--- config.mk ---
export PLATFORM = sky130hd
export DESIGN_NAME = uart_irq_status
export DESIGN_NICKNAME = d
export VERILOG_FILES = /design/src/rtl/uart_irq_pkg.sv /design/src/rtl/uart_lsr_flags.sv /design/src/rtl/uart_thre_arm.sv /design/src/rtl/uart_irq_prio.sv /design/src/rtl/uart_irq_status.sv
export SDC_FILE = /design/constraint.sdc
export NUM_CORES = 1
export LEC_CHECK = 0
export BUFFER_PORTS_ARGS = -buffer_cell sky130_fd_sc_hd__buf_2
export CORE_AREA = 2 2 39 41
export DETAILED_ROUTE_END_ITERATION = 6
export DIE_AREA = 0 0 41 43
export PLACE_DENSITY = 0.66
export SYNTH_ARGS = -nofsm -noshare
export SYNTH_HDL_FRONTEND = slang
export SYNTH_SLANG_ARGS = --single-unit
--- constraint.sdc ---
create_clock -name clk -period 1.2 [get_ports clk]
set_clock_uncertainty 0.1 [all_clocks]
set_input_delay 0.12 -clock clk [delete_from_list [all_inputs] [get_ports clk]]
set_output_delay 0.12 -clock clk [all_outputs]
set_load 0.1 [all_outputs]
--- src/rtl/uart_irq_pkg.sv ---
// Package: shared widths, source ordering and identify codes for the
// UART interrupt/status block. Assumes index 0 is the highest priority.
package uart_irq_pkg;
    localparam int REG_W   = 8;
    localparam int IE_W    = 4;
    localparam int NSTICKY = 4;
    localparam int NSRC    = 5;

    typedef enum logic [3:0] {
        ID_MODEM = 4'h0,
        ID_NONE  = 4'h1,
        ID_THRE  = 4'h2,
        ID_RDA   = 4'h4,
        ID_LINE  = 4'h6,
        ID_TMO   = 4'hC
    } id_code_t;

    localparam int SRC_LINE  = 0;
    localparam int SRC_RDA   = 1;
    localparam int SRC_TMO   = 2;
    localparam int SRC_THRE  = 3;
    localparam int SRC_MODEM = 4;

    function automatic id_code_t src_code(input int idx);
        case (idx)
            SRC_LINE: return ID_LINE;
            SRC_RDA:  return ID_RDA;
            SRC_TMO:  return ID_TMO;
            SRC_THRE: return ID_THRE;
            default:  return ID_MODEM;
        endcase
    endfunction
endpackage

--- src/rtl/uart_lsr_flags.sv ---
// Sticky error flags: each event pulse sets its flag, a status read clears
// all flags; an event in the read cycle wins. Assumes events are one-cycle pulses.
module uart_lsr_flags #(
    parameter int N = 4
) (
    input  logic         clk,
    input  logic         rst_n,
    input  logic [N-1:0] ev,
    input  logic         rd_clr,
    output logic [N-1:0] flags
);
    logic [N-1:0] flag_q;

    // Set on event, clear on read, set has precedence.
    always_ff @(posedge clk) begin
        if (!rst_n) flag_q <= '0;
        else        flag_q <= (rd_clr ? '0 : flag_q) | ev;
    end

    assign flags = flag_q;

    AST_EVENT_SETS: assert property (@(posedge clk) disable iff (!rst_n)
        ev[0] |=> flags[0]);
    AST_READ_CLEARS: assert property (@(posedge clk) disable iff (!rst_n)
        (rd_clr && (ev == '0)) |=> (flags == '0));
endmodule

--- src/rtl/uart_thre_arm.sv ---
// Transmit-holding-empty source tracker: armed by enable rise or a holding
// register write, disarmed when the identify read reports this source.
module uart_thre_arm (
    input  logic clk,
    input  logic rst_n,
    input  logic en_bit,
    input  logic thr_wr,
    input  logic thr_empty,
    input  logic rd_granted,
    output logic pend
);
    logic en_q;
    logic arm_q;
    logic en_rise;

    assign en_rise = en_bit & ~en_q;

    // Remember the enable bit to detect its rising edge.
    always_ff @(posedge clk) begin
        if (!rst_n) en_q <= 1'b0;
        else        en_q <= en_bit;
    end

    // Arm on rise or write, disarm on a read that reported this source.
    always_ff @(posedge clk) begin
        if (!rst_n)                 arm_q <= 1'b0;
        else if (en_rise || thr_wr) arm_q <= 1'b1;
        else if (rd_granted)        arm_q <= 1'b0;
    end

    assign pend = arm_q & thr_empty;

    AST_THRE_READ_CLEARS: assert property (@(posedge clk) disable iff (!rst_n)
        (rd_granted && !thr_wr && !en_rise) |=> !pend);
    AST_THRE_RISE_ARMS: assert property (@(posedge clk) disable iff (!rst_n)
        (en_rise && thr_empty) |=> (pend || !thr_empty));
endmodule

--- src/rtl/uart_irq_prio.sv ---
// Fixed-priority resolver: grants the lowest-index request and emits
// its identify code, or the no-interrupt code when nothing is requested.
module uart_irq_prio
    import uart_irq_pkg::*;
#(
    parameter int N = NSRC
) (
    input  logic [N-1:0] req,
    output logic [N-1:0] grant,
    output logic [3:0]   code
);
    logic [N:0] seen;

    assign seen[0] = 1'b0;

    // Chain of "higher source already requesting" per slot.
    for (genvar i = 0; i < N; i++) begin : g_chain
        assign grant[i]  = req[i] & ~seen[i];
        assign seen[i+1] = seen[i] | req[i];
    end

    // Merge the code of the single granted source.
    always_comb begin
        code = seen[N] ? 4'h0 : ID_NONE;
        for (int i = 0; i < N; i++) begin
            if (grant[i]) code = code | src_code(i);
        end
    end
endmodule

--- src/rtl/uart_irq_status.sv ---
// Top: assembles the line-status byte and the identify byte, and drives
// the interrupt request. Assumes strobes are single-cycle and levels are synchronous.
module uart_irq_status
    import uart_irq_pkg::*;
(
    input  logic              clk,
    input  logic              rst_n,
    input  logic              ev_overrun,
    input  logic              ev_parity,
    input  logic              ev_framing,
    input  logic              ev_break,
    input  logic              rx_ready,
    input  logic              rx_err_queued,
    input  logic              thr_empty,
    input  logic              tx_idle,
    input  logic              rx_trig_hit,
    input  logic              rx_char_tmo,
    input  logic              modem_chg,
    input  logic [IE_W-1:0]   int_en,
    input  logic              lsr_rd,
    input  logic              iir_rd,
    input  logic              thr_wr,
    output logic [REG_W-1:0]  lsr_out,
    output logic [REG_W-1:0]  iir_out,
    output logic              irq
);
    logic [NSTICKY-1:0] flags;
    logic [NSRC-1:0]    req;
    logic [NSRC-1:0]    grant;
    logic [3:0]         code;
    logic               thre_pend;

    uart_lsr_flags #(.N(NSTICKY)) u_flags (
        .clk    (clk),
        .rst_n  (rst_n),
        .ev     ({ev_break, ev_framing, ev_parity, ev_overrun}),
        .rd_clr (lsr_rd),
        .flags  (flags)
    );

    uart_thre_arm u_thre (
        .clk        (clk),
        .rst_n      (rst_n),
        .en_bit     (int_en[1]),
        .thr_wr     (thr_wr),
        .thr_empty  (thr_empty),
        .rd_granted (iir_rd & grant[SRC_THRE]),
        .pend       (thre_pend)
    );

    // Gate each source by its enable bit, in priority order.
    always_comb begin
        req            = '0;
        req[SRC_LINE]  = (|flags) & int_en[2];
        req[SRC_RDA]   = rx_trig_hit & int_en[0];
        req[SRC_TMO]   = rx_char_tmo & int_en[0];
        req[SRC_THRE]  = thre_pend & int_en[1];
        req[SRC_MODEM] = modem_chg & int_en[3];
    end

    uart_irq_prio #(.N(NSRC)) u_prio (
        .req   (req),
        .grant (grant),
        .code  (code)
    );

    assign lsr_out = {rx_err_queued, tx_idle, thr_empty, flags, rx_ready};
    assign iir_out = {2'b11, 2'b00, code};
    assign irq     = ~code[0];

    AST_LINE_FIRST: assert property (@(posedge clk) disable iff (!rst_n)
        (int_en[2] && (|lsr_out[4:1])) |-> (iir_out[3:0] == 4'h6));
    AST_MASKED_QUIET: assert property (@(posedge clk) disable iff (!rst_n)
        (int_en == '0) |-> !irq);
endmodule

After elaboration in Yosys (flattened, before gate mapping) --
Index checks and enable logic that the tools add are counted.
Word-level totals: bits in registers 6, input port bits 20, word-level logic and storage cells 48, output and inout port bits 17
Cells by class: reductions and logical operators 3, bitwise gates (word level) 28, muxes and demuxes 14
Operator list (number):
- two-way mux 4 bit | 11
- OR 4 bit | 6
- bitwise AND 1 bit | 12
- NOT 1 bit | 6
- OR 1 bit | 4
- OR reduction 4 bit | 1
- two-way mux 1 bit | 3
- nonzero test 2 bit | 1
- logical OR 1 bit | 1

Longest topological paths before layout --
depth in word-level cells 18, mapped depth 3, gate-level depth less buffers 3

Cells and area by module --
From an unflattened synthesis, not the netlist that was laid out.
Unflattened totals: cell total of the unflattened synthesis 47, area, all modules 402.9 um^2
By module, submodules not included:
- uart_lsr_flags | area an instance 135.1 um^2, instances 1, cells each 12, seq. area each 80.1 um^2
- uart_irq_status | area an instance 113.9 um^2, instances 1, cells each 17, seq. area each 0.0 um^2
- uart_irq_prio | area an instance 78.8 um^2, instances 1, cells each 11, seq. area each 0.0 um^2
- uart_thre_arm | area an instance 75.1 um^2, instances 1, cells each 7, seq. area each 40.0 um^2

Worst setup path after synthesis --
No wires, ideal clock.
path type register to output, start register u_flags.flag_q[0], in the netlist u_flags.flags[0], end output iir_out[0], cell stages (with the launch flop) 4, arrival time 4.004 ns, path buffers 0, data required time 0.980 ns, path slack -3.024 ns, cells stage by stage dfxtp_1 > o41ai_4 > nand2_2 > a211oi_1
Between the ends: longest elaborated chain between the ends 17, elaborated cells between the ends (all ways) 25, classes of those cells mux: 6; bitwise: 18; reduce/logical: 1
RTL lines:
- from (decl) | line uart_lsr_flags.sv:12 | logic [N-1:0] flag_q;
- from (signal assigned) | line uart_lsr_flags.sv:17 | else flag_q <= (rd_clr ? '0 : flag_q) | ev;
- OR reduction 4 bit * | line uart_irq_status.sv:54 | req[SRC_LINE] = (|flags) & int_en[2];
- bitwise AND 1 bit * | line uart_irq_status.sv:54
- OR 1 bit (4 in a row) | line uart_irq_prio.sv:19 | assign seen[i+1] = seen[i] | req[i];
- two-way mux 1 bit | line uart_irq_prio.sv:24 | code = seen[N] ? 4'h0 : ID_NONE;
- OR 4 bit | line uart_irq_prio.sv:26 | if (grant[i]) code = code | src_code(i);
- two-way mux 4 bit | line uart_irq_prio.sv:26
- OR 4 bit | line uart_irq_prio.sv:26
- two-way mux 4 bit | line uart_irq_prio.sv:26
- OR 4 bit | line uart_irq_prio.sv:26
- two-way mux 4 bit | line uart_irq_prio.sv:26
- OR 4 bit | line uart_irq_prio.sv:26
- two-way mux 4 bit | line uart_irq_prio.sv:26
- OR 4 bit | line uart_irq_prio.sv:26
- two-way mux 4 bit * | line uart_irq_prio.sv:26
- to (decl) | line uart_irq_status.sv:24 | output logic [REG_W-1:0] iir_out,
Mark *: on every way between the ends. The rest lies on a longest branch, timed or not.

Worst setup path in the final report --
Ends and elaborated chain as after synthesis.

==> impl_metrics.ini <==
[status]
status = finished with violations
violations = negative setup slack

[drt]
vias = 403
drc = 0
ant_nets = 0
drt-initial-drc-count = 2
via_per_inst = 4.38
first_pass_iters = 3
wl_per_cell_um = 10.6
wirelength_um = 975

[run]
cap_viol_max_count = 0

[synthesis]
syn_area_sq_um = 358
synth.top_cell.area_share_pct = 33.6
yosys.area.top_type = dfxtp_1
synth_area_leaders = dfxtp_1 34%, buf_4 17%, nor2b_1 8.7%
synth_cell_types = 16
ys_warn_count = 0
syn_avg_cell_area_sq_um = 9.42
ys_seq_area_share_pct = 33.6
netlist_instances = 38
ys_ff_latch = 6

[global_route]
grt_pass1_vias = 397
track_usage_pct = 12.7
antenna_found_initial = 0
grt_overflow = 0
grt_pass1_wl_um = 1460
grt_max_degree = 7

[pwr]
power.leakage_nw = 0.365
pwr-share-clk_pct = 21.7
power_density_nw_per_um2 = 1160
p_sw_uw = 387
sequentialPowerShare_pct = 24.9
total_power_uw = 896
ir_drop_mv = 0.732
comb_power_share_pct = 53.4
power_switching_share_pct = 43.2
intPower_uw = 509

[setup_path]
endpoint_kind = primary output
slowest_delay_ns = 0.42
reg2reg_slack_ns = -0.12
startpoint_type = flip-flop
cp_slowest_cell = o41ai_4
arrival_ns = 1.60
critPathRequiredTime_ns = 0.98
crit_fanout = 2
path_cells = o41ai_4 -> nand2_4 -> buf_6 -> a211oi_4 -> buf_12
path_class = reg -> out

[placed_design]
pre_cts_ws_ns = -0.421
place.gp.congestion = 0.644
dp_hpwl_um = 762
dpl_cell_area_sq_um = 637
io_buffers = 26

[hold_path]
hp-class = in -> reg

[final_layout]
antenna_cells = 0
stdcell_area_sq_um = 769
layout.nets = 97
fin_util_pct = 55.6
layout-drive-gt1-share_pct = 63.2
areaGrowthSynthToFinish_pct = 115

[timing]
hold_viol = 0
fmax_mhz = 550
fin_ws_ns = -0.617
fin_crit_ns = 1.82
slew_violations = 0
rsz0062_at_grt = true
finalCritPeriodShare_pct = 151
hold_slack_ns = 0.0576
setup_violations = 6

[clock_tree]
htree_num_levels = 1
clk_latency_ns = 0.24
clock_path_buffers = 2
cts_tree = built
cts_buffers = 3
root_buffer = clkbuf_4
cts_sinks = 6
path_clk_slew_ns = 0.05

[die]
dieHeight_um = 43
initial_utilization_pct = 25.9
core-area_sq_um = 1380
ioPinCount = 37
die_w_um = 41
core.rowCount = 14
dieArea_sq_um = 1760
[critical path: cells and delay by family (launching register included)]
family / cells / cell delay [ns]
DFF: 1 / 0.33
AOI/OAI and AO/OA: 2 / 0.61
buffers and inverters: 2 / 0.34
and+or+nand+nor: 1 / 0.08
[cell usage in the layout (no fill, tap or decap), types with 2 or more instances in the layout]
| cell type | count |
|---|---|
| clkbuf_4 | 3 |
| conb_1 | 4 |
| dlygate4sd3_1 | 4 |
| nor2b_1 | 5 |
| o21a_1 | 4 |
| buf_4 | 8 |
| buf_2 | 17 |
| dfxtp_1 | 2 |
| buf_12 | 8 |
| and4b_1 | 2 |
| dfxtp_4 | 3 |
| buf_6 | 3 |
| nand2_4 | 2 |
[logic make-up (layout without fill, tap and decap cells)]
kind of cell           Yosys count  count (layout)  share of synthesized area, %
flip-flops                       6               6                          33.6
other                            2               4                          2.10
buffers and inverters            8              44                          16.8
AND/OR/NAND/NOR                 12              12                          21.7
AO/OA/AOI/OAI                   10              10                          25.9
[worst paths after layout]
kind / startpoint / end / cells past startpoint
worst max-delay path: u_flags.flags[0] / iir_out[0] / 5
worst min-delay path: rst_n / u_flags.flags[0] / 2
worst max register to register: u_flags.flags[0] / u_thre.arm_q / 4
worst min register to register: u_thre.arm_q / u_thre.arm_q / 2
[timing repair]
action                                 in CTS  in global routing
gates resized for setup                     8                  6
setup buffers                               0                  2
endpoints found under the hold margin       3                  1
setup endpoints to repair                   6                  6
hold buffers                                3                  1
pin swaps                                   2                  0
[cell type report]
cell class / instances / area [sq um]
Clock buffer: 4 / 26.3
Fill cell: 117 / 614
Multi-Input combinational cell: 26 / 211
Sequential cell: 6 / 133
Tap cell: 16 / 20.0
Timing Repair Buffer: 40 / 379
[synthesized netlist by cell type (all sizes together)]
master  n
dfxtp   6
o21a    4
a31oi   1
nor2b   5
nand2   3
o21ai   1
buf     8
a211o   1
and3    1
and2    1
a211oi  1
o41ai   1
conb    2
and4b   2
o31ai   1
[power groups by stage]
stage	logic (mW)	registers, mW	clock network (mW)
2_1_floorplan	0.280	0.290	0
3_3_place_gp	0.420	0.226	0
3_5_place_dp	0.421	0.227	0
4_1_cts	0.450	0.223	0.205
5_1_grt	0.496	0.224	0.222
6_report	0.479	0.223	0.195
[metrics by stage]
stage | cells | TNS [ns]
2_1_floorplan | 40 | -3.59
6_report | 92 | -2.95
3_3_place_gp | 82 | -1.72
3_5_place_dp | 82 | -1.75
5_1_grt | 92 | -3.31
4_1_cts | 89 | -2.77
[state kept, by name, summed over array words and instances (netlist names)]
signal,flops
u_thre.en_q,1
u_thre.arm_q,1
u_flags.flags,4
[routing by layer]
metal	wire length [um]	GRT usage, %
met5	0	0
met4	12	9.33
met3	96	5.76
met2	541	20.6
met1	324	11.3
(Power assumes the default switching activity.)
